### config.mk
export PLATFORM = sky130hd
export DESIGN_NAME = slack_rx_flow
export DESIGN_NICKNAME = d
export VERILOG_FILES = /design/src/rtl/slack_rx_flow.sv
export SDC_FILE = /design/constraint.sdc
export NUM_CORES = 1
export LEC_CHECK = 0
export CAP_MARGIN = 20
export CELL_PAD_IN_SITES_DETAIL_PLACEMENT = 1
export CELL_PAD_IN_SITES_GLOBAL_PLACEMENT = 2
export CORE_ASPECT_RATIO = 1.25
export CORE_MARGIN = 5
export CORE_UTILIZATION = 35
export CTS_BUF_LIST = sky130_fd_sc_hd__clkbuf_4 sky130_fd_sc_hd__clkbuf_8
export DETAILED_ROUTE_END_ITERATION = 7
export PLACE_DENSITY = 0.62
export SLEW_MARGIN = 5
export SYNTH_ARGS = -nofsm -noshare
export SYNTH_HDL_FRONTEND = slang
export SYNTH_SLANG_ARGS = --single-unit
### constraint.sdc
create_clock -name clk -period 4.2 [get_ports clk]
set_input_delay 0.63 -clock clk [delete_from_list [all_inputs] [get_ports clk]]
set_output_delay 0.63 -clock clk [all_outputs]
set_load 0.03 [all_outputs]
### src/rtl/slack_rx_flow.sv
module slack_rx_flow #(
  parameter int          LO_SLACK = 32,
  parameter int          HYST     = 16,
  parameter int          HI_SLACK = 32,
  parameter logic [7:0]  SYM_STOP = 8'h3C,
  parameter logic [7:0]  SYM_GO   = 8'hC3
) (
  input  logic       clk,
  input  logic       rst_n,
  input  logic       rx_vld,
  input  logic [8:0] rx_char,
  output logic       out_vld,
  output logic [7:0] out_data,
  input  logic       out_rdy,
  input  logic       tx_data_vld,
  input  logic [7:0] tx_data,
  output logic       tx_data_rdy,
  output logic       rev_vld,
  output logic [8:0] rev_char,
  output logic       peer_tx_en,
  output logic       ovf_err
);
  localparam int DEPTH = LO_SLACK + HYST + HI_SLACK;
  localparam int PW = $clog2(DEPTH);
  localparam int CW = $clog2(DEPTH + 1);
  localparam logic [CW-1:0] FULL_LVL = CW'(DEPTH);
  localparam logic [CW-1:0] STOP_LVL = CW'(LO_SLACK + HYST);
  localparam logic [CW-1:0] GO_LVL   = CW'(LO_SLACK);
  localparam logic [PW-1:0] LAST_IDX = PW'(DEPTH - 1);

  logic [7:0]    mem [DEPTH];
  logic [PW-1:0] wp, rp;
  logic [CW-1:0] cnt;
  logic          stopped, pend_vld, pend_stop;

  wire in_data = rx_vld & ~rx_char[8];
  wire in_ctrl = rx_vld &  rx_char[8];
  wire full    = (cnt == FULL_LVL);
  wire wr      = in_data & ~full;
  wire rd      = out_vld & out_rdy;
  wire stop_ev = ~stopped & (cnt >= STOP_LVL);
  wire go_ev   =  stopped & (cnt <= GO_LVL);

  assign out_vld     = (cnt != '0);
  assign out_data    = mem[rp];
  assign tx_data_rdy = ~pend_vld;

  always_ff @(posedge clk) begin
    if (wr) mem[wp] <= rx_char[7:0];
  end

  always_ff @(posedge clk) begin
    if (!rst_n) begin
      wp <= '0;
      rp <= '0;
      cnt <= '0;
    end else begin
      if (wr) wp <= (wp == LAST_IDX) ? '0 : wp + 1'b1;
      if (rd) rp <= (rp == LAST_IDX) ? '0 : rp + 1'b1;
      if (wr && !rd)      cnt <= cnt + 1'b1;
      else if (!wr && rd) cnt <= cnt - 1'b1;
    end
  end

  always_ff @(posedge clk) begin
    if (!rst_n) begin
      stopped   <= 1'b0;
      pend_vld  <= 1'b1;
      pend_stop <= 1'b0;
    end else if (stop_ev || go_ev) begin
      stopped   <= stop_ev;
      pend_vld  <= 1'b1;
      pend_stop <= stop_ev;
    end else if (pend_vld) begin
      pend_vld  <= 1'b0;
    end
  end

  always_ff @(posedge clk) begin
    if (!rst_n) begin
      rev_vld  <= 1'b0;
      rev_char <= '0;
    end else if (pend_vld) begin
      rev_vld  <= 1'b1;
      rev_char <= {1'b1, pend_stop ? SYM_STOP : SYM_GO};
    end else if (tx_data_vld) begin
      rev_vld  <= 1'b1;
      rev_char <= {1'b0, tx_data};
    end else begin
      rev_vld  <= 1'b0;
      rev_char <= '0;
    end
  end

  always_ff @(posedge clk) begin
    if (!rst_n) begin
      peer_tx_en <= 1'b0;
      ovf_err    <= 1'b0;
    end else begin
      if (in_ctrl && rx_char[7:0] == SYM_STOP)    peer_tx_en <= 1'b0;
      else if (in_ctrl && rx_char[7:0] == SYM_GO) peer_tx_en <= 1'b1;
      if (in_data && full) ovf_err <= 1'b1;
    end
  end

  p_cnt_bound_r2: assert property (@(posedge clk) disable iff (!rst_n)
    cnt <= FULL_LVL);
  p_ctrl_not_stored_r3: assert property (@(posedge clk) disable iff (!rst_n)
    (in_ctrl && !rd) |=> $stable(cnt));
  p_stop_sent_r4: assert property (@(posedge clk) disable iff (!rst_n)
    $rose(stopped) |=> (rev_vld && rev_char == {1'b1, SYM_STOP}));
  p_go_sent_r5: assert property (@(posedge clk) disable iff (!rst_n)
    $fell(stopped) |=> (rev_vld && rev_char == {1'b1, SYM_GO}));
  p_data_fwd_r9: assert property (@(posedge clk) disable iff (!rst_n)
    (tx_data_vld && tx_data_rdy) |=> (rev_vld && !rev_char[8]));
  p_no_overflow_r7: assert property (@(posedge clk) disable iff (!rst_n)
    (in_data && full) |=> ovf_err);
  p_ovf_sticky_r7: assert property (@(posedge clk) disable iff (!rst_n)
    ovf_err |=> ovf_err);
  p_peer_stop_r8: assert property (@(posedge clk) disable iff (!rst_n)
    (in_ctrl && rx_char[7:0] == SYM_STOP) |=> !peer_tx_en);
  p_peer_go_r8: assert property (@(posedge clk) disable iff (!rst_n)
    (in_ctrl && rx_char[7:0] == SYM_GO) |=> peer_tx_en);
endmodule

==> impl_summary.log <==
[metrics] run status: complete, no violations
[metrics] die span in x: 258 um
[metrics] main flop type after synthesis: sky130_fd_sc_hd__edfxtp_1
[metrics] most used cells in the layout excluding fill and tap cells: sky130_fd_sc_hd__edfxtp_1, sky130_fd_sc_hd__mux4_2, sky130_fd_sc_hd__buf_4, sky130_fd_sc_hd__clkbuf_8, sky130_fd_sc_hd__nor2_1
[metrics] P per Cell Area: roughly 500 mW/mm2
[metrics] initial cell density of the core: between 30% and 40%
[metrics] detailed-placement wirelength estimate: 43400 um
[metrics] kind of capture point of the worst setup path: output pin
[metrics] overall die height: between 300 and 400 um
[metrics] final-report hold violation count: 0
[metrics] reported leakage power: slightly below 10 nW
[metrics] synthesis warning total: 0
[metrics] largest net degree at the start of global routing: 83
[metrics] Boundary Pins: between 40 and 50
[metrics] Post-Layout Inst Area: approximately 0.032 mm2
[metrics] crit path max fanout: 21
[metrics] Worst Clk Skew: about 0.046 ns
[metrics] Root Driver: sky130_fd_sc_hd__clkbuf_8
[metrics] met2 routed wirelength: 35100 um
[metrics] max-capacitance violation count: 0
[metrics] max-slew violation total from the final report: 0
[metrics] syn avg cell area: 19.1 um2
[metrics] maximum buffer depth of the clock tree: 3
[metrics] final critical path time including I/O delays and setup: 4.03 ns
[metrics] sequential element share of the synthesized area: 74.6%
[metrics] Avg Vias per Cell: ~5
[metrics] cell count after synthesis: between 1000 and 1500
[metrics] count of buffers inserted at the top-level ports: between 40 and 50
[metrics] endpoint arrival time on the critical path: about 3.4 ns
[metrics] Max Used Layer: met4
[metrics] total track usage: approximately 16%
[metrics] initial antenna violation count: 1
[metrics] WL/cell: between 20 and 30 um
[metrics] commonest non-fill, non-tap cell in the layout: sky130_fd_sc_hd__edfxtp_1
[metrics] latest clock arrival within the worst-skew pair: just over 0.7 ns
[metrics] TritonCTS buffer count: approximately 110
[metrics] DR WL met3: 3270 um
[metrics] placeable core region: ~0.076 mm2
[metrics] Critical Setup Path Class: register to output pin
[metrics] global-route congestion overflow total: 0
[metrics] Min Hold Slack: about 0.37 ns
[metrics] clock transition at the register clock pins on the worst setup and hold paths after CTS: 0.07 ns
[metrics] cell area after technology mapping: about 0.027 mm2
[metrics] DRC violation total after the first TritonRoute iteration: roughly 880
[metrics] worst hold path class: input port to register
[metrics] actual slew at the worst max-slew pin: between 1 and 1.5 ns
[metrics] unrepaired setup endpoints after global routing: no
[metrics] Routed Wire Length: between 60000 and 70000 um
[metrics] antenna-violating nets left: 0
[metrics] DRC violations left: 0
[metrics] cells taking the most area after synthesis: sky130_fd_sc_hd__edfxtp_1, sky130_fd_sc_hd__mux4_2, sky130_fd_sc_hd__dfxtp_1, sky130_fd_sc_hd__mux2_2, sky130_fd_sc_hd__nor2_1
[metrics] wire length of the first global-routing pass: 101000 um
[metrics] M1 wire length: 28500 um
[metrics] count of flip-flops with a built-in enable after synthesis: 640
[metrics] count of cell types in the netlist: 62
[metrics] post-route clock period utilization: between 90% and 100%
[metrics] Die Outline Area: slightly above 0.08 mm2
[metrics] register-to-register setup slack: ~0.78 ns
[metrics] maximum frequency from static timing analysis: 248 MHz
[metrics] FP Rows: approximately 110
[metrics] proportion of layout cells with a drive suffix above 1: 31.9%
[metrics] total number of vias: approximately 14000
[metrics] placed inst area: between 0.02 and 0.03 mm2
[metrics] total nets after synthesis: 1435
[metrics] # fillers: ~7400
[metrics] total of flip-flops plus latches after synthesis: a little under 700
[metrics] post-synthesis async set-or-reset flop share: 0%
[metrics] final-report setup violation count: 0
[metrics] worst-case setup slack after placement: between 0.3 and 0.4 ns
[metrics] category of the worst setup path launch point: register
[metrics] portion of synthesized cell area occupied by the leading cell type: 71.5%
[metrics] post-route setup slack: ~0.17 ns
[metrics] via count of the first global-routing pass: 15100
[metrics] GP Congestion: roughly 0.78
[metrics] number of clock sinks seen by CTS: 682
[metrics] Area Overhead vs Synth: 17.4%
[metrics] detailed-routing iteration count for the pre-antenna-repair pass: 4
[metrics] final net count: 1648
[metrics] worst slew margin relative to its limit: about a third
[metrics] library cell occupying the most area in the post-synthesis netlist: sky130_fd_sc_hd__edfxtp_1
[metrics] WP data required: approximately 3.6 ns
[metrics] TritonCTS clock tree: built
[metrics] worst ir drop on vdd: between 200 and 300 uV
[metrics] # H-tree levels: 3
-- final timing paths --
path,start,end,depth (start not counted)
setup / recovery,register,out_data[4],9
hold / removal,rx_char[7],mem[42][7],1
setup reg to reg,cnt[0],cnt[6],10
hold reg to reg,peer_tx_en,peer_tx_en,2
-- flip-flops by register name (all words and copies together) (netlist names), named ones only --
signal	cells
cnt	7
peer_tx_en	1
rev_char	9
rev_vld	1
mem	640
wp	7
ovf_err	1
pend_vld	1
rp	7
pend_stop	1
-- synthesized netlist by cell type, drive strengths merged, types with 5 or more instances --
cell type  count
a211oi         8
a21boi        11
a21oi         16
a31oi          9
and2           7
buf           41
clkbuf        35
dfxtp         42
edfxtp       640
ha             8
inv            5
mux2          57
mux2i         35
mux4         136
nand2         58
nand2b         6
nand3         19
nand3b         5
nor2         109
nor2b         22
nor3          12
nor4           9
o211ai        11
o21ai         17
o221ai         7
o22ai         25
o41ai          8
xnor2          8
-- where the power goes --
| group | switching [mW] | internal [mW] | total (mW) |
|---|---|---|---|
| clock network | 2.61 | 3.17 | 5.79 |
| logic | 1.48 | 1.24 | 2.72 |
| registers | 0.117 | 7.51 | 7.63 |
| total | 4.21 | 11.9 | 16.1 |
-- worst max-delay path, cell delays in order, from the launching register on --
cell and delay (ns):
sky130_fd_sc_hd__dfxtp_4 0.51, sky130_fd_sc_hd__buf_12 0.21, sky130_fd_sc_hd__buf_16 0.20, sky130_fd_sc_hd__mux2_2 0.35
sky130_fd_sc_hd__o21ai_0 0.23, sky130_fd_sc_hd__nor3_1 0.08, sky130_fd_sc_hd__buf_4 0.16, sky130_fd_sc_hd__o41ai_1 0.27
sky130_fd_sc_hd__nand3_1 0.24, sky130_fd_sc_hd__clkdlybuf4s15_1 0.40
-- per-layer routing --
layer  vias to the layer above  track usage, %
li1                       6118               -
met1                      7224            21.2
met2                       312            28.3
met3                       102            3.47
met4                         0            5.02
met5                         -               0
-- metrics by stage --
step	utilization [%]	total power [mW]	setup TNS, ns	instances
global placement	38.4	10.4	0	2477
floorplan	-	9.54	0	1404
finish	41.5	16.1	0	2686
global route	41.5	16.9	0	2686
CTS	41.3	16.3	-0.0419	2678
detailed placement	38.4	10.5	0	2477
-- what timing repair did --
item	in CTS	in global routing
buffers inserted	1	5
pin swaps	1	0
resized for setup	8	5
hold buffers	0	0
endpoints found under the setup margin	8	4
cloned	0	2
-- logic make-up after synthesis --
kind of cell             Yosys count  synth area share, %
AO/OA/AOI/OAI                    126                 3.36
XOR/XNOR                          12                0.391
adder cells (fa/ha/maj)            9                0.447
buffers and inverters             81                 1.40
flip-flops                       682                 74.6
multiplexers                     228                 15.1
AND/OR/NAND/NOR                  266                 4.72
-- layout make-up --
class / count / area (um2) / share of cell area, %
antenna: 1 / 2.50 / 0.00792
inverter: 5 / 18.8 / 0.0594
multi-input combinational: 641 / 6470 / 20.5
timing repair buffer: 180 / 1570 / 4.97
clock inverter: 55 / 415 / 1.32
clock buffer: 145 / 1810 / 5.73
sequential: 682 / 20100 / 63.6
tap: 977 / 1220 / 3.87
No activity file was read; power rests on OpenSTA's default activity.
